==> src/rtl/bec_pkg.sv <==
package bec_pkg;
  localparam int KIND_W = 2;
  localparam int SEG_W  = 5;
  localparam int CODE_W = KIND_W + 1 + SEG_W;

  typedef struct packed {
    logic [KIND_W-1:0] kind;
    logic              dir;
    logic [SEG_W-1:0]  seg;
  } errCode_t;

  typedef struct packed {
    logic loadCode;
    logic irqFire;
  } ctrlStrobe_t;
endpackage

==> src/rtl/bec_ctrl.sv <==
module bec_ctrl
  import bec_pkg::*;
(
  input  logic        clk,
  input  logic        rstN,
  input  logic        errValid,
  input  logic        rdStrobe,
  output ctrlStrobe_t strobe,
  output logic        codeValid
);
  logic armed;
  logic nextValid;

  assign armed = !codeValid || rdStrobe;

  always_comb begin
    strobe.loadCode = errValid && armed;
    strobe.irqFire  = errValid;
    if (strobe.loadCode)  nextValid = 1'b1;
    else if (rdStrobe)    nextValid = 1'b0;
    else                  nextValid = codeValid;
  end

  always_ff @(posedge clk or negedge rstN) begin
    if (!rstN) codeValid <= 1'b0;
    else       codeValid <= nextValid;
  end

  a_r4_read_rearms: assert property (@(posedge clk) disable iff (!rstN)
    rdStrobe && !errValid |=> !codeValid);

  a_r3_lock_holds_flag: assert property (@(posedge clk) disable iff (!rstN)
    codeValid && !rdStrobe |=> codeValid);
endmodule

==> src/rtl/bec_datapath.sv <==
module bec_datapath
  import bec_pkg::*;
#(
  parameter int WORD_W = 32
) (
  input  logic              clk,
  input  logic              rstN,
  input  ctrlStrobe_t       strobe,
  input  errCode_t          errIn,
  output logic [WORD_W-1:0] capWord,
  output logic              busErrIrq
);
  localparam int PAD_W = WORD_W - CODE_W;

  errCode_t codeReg;

  always_ff @(posedge clk or negedge rstN) begin
    if (!rstN) begin
      codeReg   <= '0;
      busErrIrq <= 1'b0;
    end else begin
      busErrIrq <= strobe.irqFire;
      if (strobe.loadCode) codeReg <= errIn;
    end
  end

  generate
    if (PAD_W > 0) begin : g_pad
      assign capWord = {{PAD_W{1'b0}}, codeReg};
    end else begin : g_nopad
      assign capWord = codeReg[WORD_W-1:0];
    end
  endgenerate

  a_r6_load_fields: assert property (@(posedge clk) disable iff (!rstN)
    strobe.loadCode |=> capWord[CODE_W-1:0] == $past(errIn));

  a_r3_no_load_stable: assert property (@(posedge clk) disable iff (!rstN)
    !strobe.loadCode |=> $stable(capWord));
endmodule

==> src/rtl/bec_top.sv <==
module bec_top
  import bec_pkg::*;
#(
  parameter int WORD_W = 32
) (
  input  logic              clk,
  input  logic              rstN,
  input  logic              errValid,
  input  logic [1:0]        errKind,
  input  logic              errDir,
  input  logic [4:0]        errSeg,
  input  logic              rdStrobe,
  output logic [WORD_W-1:0] capWord,
  output logic              capValid,
  output logic              busErrIrq
);
  ctrlStrobe_t strobe;
  errCode_t    errIn;

  assign errIn.kind = errKind;
  assign errIn.dir  = errDir;
  assign errIn.seg  = errSeg;

  bec_ctrl u_ctrl (
    .clk      (clk),
    .rstN     (rstN),
    .errValid (errValid),
    .rdStrobe (rdStrobe),
    .strobe   (strobe),
    .codeValid(capValid)
  );

  bec_datapath #(.WORD_W(WORD_W)) u_dp (
    .clk      (clk),
    .rstN     (rstN),
    .strobe   (strobe),
    .errIn    (errIn),
    .capWord  (capWord),
    .busErrIrq(busErrIrq)
  );

  a_r1_irq_follows_error: assert property (@(posedge clk) disable iff (!rstN)
    errValid |=> busErrIrq);

  a_r1_irq_only_on_error: assert property (@(posedge clk) disable iff (!rstN)
    !errValid |=> !busErrIrq);

  a_r2_armed_capture: assert property (@(posedge clk) disable iff (!rstN)
    !capValid && errValid |=> capValid && capWord[7:6] == $past(errKind)
      && capWord[5] == $past(errDir) && capWord[4:0] == $past(errSeg));

  a_r5_read_and_error: assert property (@(posedge clk) disable iff (!rstN)
    rdStrobe && errValid |=> capValid && capWord[4:0] == $past(errSeg));

  a_r3_locked_word: assert property (@(posedge clk) disable iff (!rstN)
    capValid && !rdStrobe |=> $stable(capWord) && capValid);

  always_comb begin
    if (rstN) a_r7_upper_zero: assert (capWord[WORD_W-1:8] == '0);
  end
endmodule

==> config.mk <==
export PLATFORM = sky130hd
export DESIGN_NAME = bec_top
export DESIGN_NICKNAME = d
export VERILOG_FILES = /design/src/rtl/bec_pkg.sv /design/src/rtl/bec_ctrl.sv /design/src/rtl/bec_datapath.sv /design/src/rtl/bec_top.sv
export SDC_FILE = /design/constraint.sdc
export NUM_CORES = 1
export LEC_CHECK = 0
export CAP_MARGIN = 20
export CORE_MARGIN = 1
export CORE_UTILIZATION = 30
export DETAILED_ROUTE_END_ITERATION = 8
export PLACE_DENSITY_LB_ADDON = 0.2
export SLEW_MARGIN = 20
export SYNTH_ARGS = -nofsm -noshare
export SYNTH_HDL_FRONTEND = slang
export SYNTH_HIERARCHICAL = 1
export SYNTH_SLANG_ARGS = --single-unit
==> constraint.sdc <==
create_clock -name clk -period 1.9 [get_ports clk]
set_input_delay 0.57 -clock clk [delete_from_list [all_inputs] [get_ports clk]]
set_output_delay 0.57 -clock clk [all_outputs]
set_load 0.01 [all_outputs]
==> metrics.txt <==
status finished, final reports clean; setup_tns 0 ns; share of flip-flops with an asynchronous set or reset 100%; Crit Path Class flip-flop to primary output; GPL Wtd Cong 0.572; family with the most delay on the worst path buffers and inverters; nets 84; first-pass GRT wire length 1280 um; initial antenna violation count 0; clock sink count 10; Final Hold Viols 0; FF-to-FF Start u_ctrl/codeValid; final setup violation count 0; initial DRC count 0; Antenna Nets Post-Route 0; post-placement cell count 92; CTS tree yes; GRT Overall Usage a little under a tenth; GRT overflow 0; most frequent cells after synthesis 26 x buf_4, 10 x dfrtp_1, 8 x mux2_4, 2 x nand2b_1; Fill cells between 150 and 200; crit end category primary output; CTS max path bufs 2; port bufs 21; slowest stage cell, crit path clkdlybuf4s50_1; drt wl/cell around 9.0 um; EDFF count, synth 0; Max-Cap Viols 0; CTS H-tree depth 1; row cnt 15; Tmin final 1.74 ns; Mean Syn Cell Area ~12 um2; CP Cell Sequence clkdlybuf4s50_1; Die X 46.7 um; Die Area 2180 um2; Post-Syn Area between 500 and 600 um2; Area Overhead vs Synth 27.3%; Leakage around 0.37 nW; Hold Slack between 0.5 and 0.6 ns; Die Ht roughly 47 um; fin crit share between 90% and 100%; ranking of synthesized cells by area dfrtp_1 42%, buf_4 33%, mux2_4 20%; Buf/Inv on CP 1; cell taking the most area after synthesis dfrtp_1; Critical Path End capWord[2]; Hold/Removal Path Class flip-flop to flip-flop; DRC Markers 0; count of different cell masters after synthesis 7; maximum vdd ir drop ~0.42 mV; Hold-fix buffers, CTS 0; unrepaired setup endpoints after global routing no; Max FO, Critical Path 2; YS warnings 6; total CTS buffers 3; Worst Setup SP u_dp/capWord[2]; Seq/Total Area, Yosys between 40% and 50%; post-synth top area share between 40% and 50%; PwrDens 746 nW/um2; Vias/cell approximately 3.5; Clock Pin Slew Worst Setup and Hold Paths about 0.06 ns; critical path depth 1; Cells after Synth 49; I/O Pins 46; Primary FF master, synth dfrtp_1; crit path DAT between 1 and 1.5 ns; antenna cells 0; Highest Clock Rate 576 MHz; vias in the first global route 270; Post-CTS Setup Bufs 0; clk_lat worst skew around 0.26 ns; Core ar. 1800 um2; Worst Skew about 0.0049 ns; hold path start u_ctrl/codeValid; Critical Path RT approximately 1.3 ns; drt first pass iters 1; Slew Viols, Final 0; Setup crit start kind flip-flop; Largest stage delay, worst path about 0.55 ns; Synth Register Bits 10; Resize count post-CTS 0; initial core utilization approximately 33%; R2R cell count 4; R2R setup slack approximately 0.7 ns; largest net degree at the start of global routing 11; share of post-route cells with drive strength above 1 approximately 17%; routed wire length between 800 and 900 um; cell with the most instances after synthesis buf_4; RR Endpoint u_dp/capWord[0]; Vias 328; clock root cell clkbuf_4; non-filler cells, final between 90 and 100
cell usage in the layout, fill, tap and decap left out:
cell             count
clkdlybuf4s50_1     21
mux2_4               8
clkbuf_4             3
buf_12               1
and2_1               1
conb_1              24
dfrtp_1             10
nand2b_1             2
cell type report:
cell class / instances / area [um2] / share of cell area [%]
flip-flops and latches: 10 / 250 / 32.8
repair buffers: 22 / 230 / 30.2
multi-input cells: 35 / 229 / 30.0
well taps: 25 / 31.3 / 4.10
clock buffers: 3 / 22.5 / 2.95
power breakdown:
part | leakage (nW) | total, W | internal (W) | switching, W
registers | 0.116 | 0.000255 | 0.000241 | 0.0000147
logic | 0.239 | 0.000176 | 0.000109 | 0.0000671
clock network | 0.0138 | 0.000138 | 0.0000728 | 0.0000654
total | 0.369 | 0.000569 | 0.000422 | 0.000147
how the worst min path moves through the flow:
stage / to / slack [ns] / depth (start not counted)
5_1_grt: u_dp/capWord[4] / 0.53 / 1
4_1_cts: u_ctrl/codeValid / 0.51 / 2
3_5_place_dp: u_dp/capWord[7] / 0.50 / 1
2_1_floorplan: u_ctrl/codeValid / 0.27 / 0
6_report: u_ctrl/codeValid / 0.50 / 2
3_3_place_gp: u_ctrl/codeValid / 0.49 / 2
registers in the layout, summed over array words and instances, names as in the netlist:
| signal | cells |
|---|---|
| u_ctrl/codeValid | 1 |
| u_dp/busErrIrq | 1 |
| u_dp/capWord | 8 |
per-stage QoR:
stage               setup WS [ns]  area [um2]  util (%)  total power [W]
floorplan                   0.391         686         -         0.000383
finish                      0.164         763      42.4         0.000570
CTS                         0.149         763      42.4         0.000578
detailed placement         0.0374         741      41.1         0.000435
global route                0.118         763      42.4         0.000608
global placement           0.0431         741      41.1         0.000434
kinds of logic after synthesis:
logic type	share of synthesized area, %
DFF	41.8
muxes	20.0
buffers and inverters	34.4
other	0.626
and+or+nand+nor	3.13
routing by layer:
layer	GRT usage (%)	part of all wire (%)	vias up
li1	-	-	146
met1	10.8	38	155
met2	11.7	47	27
met3	9.41	14	0
met4	1.71	0	0
met5	0	0	-
Power figures use the tool's default switching activity.
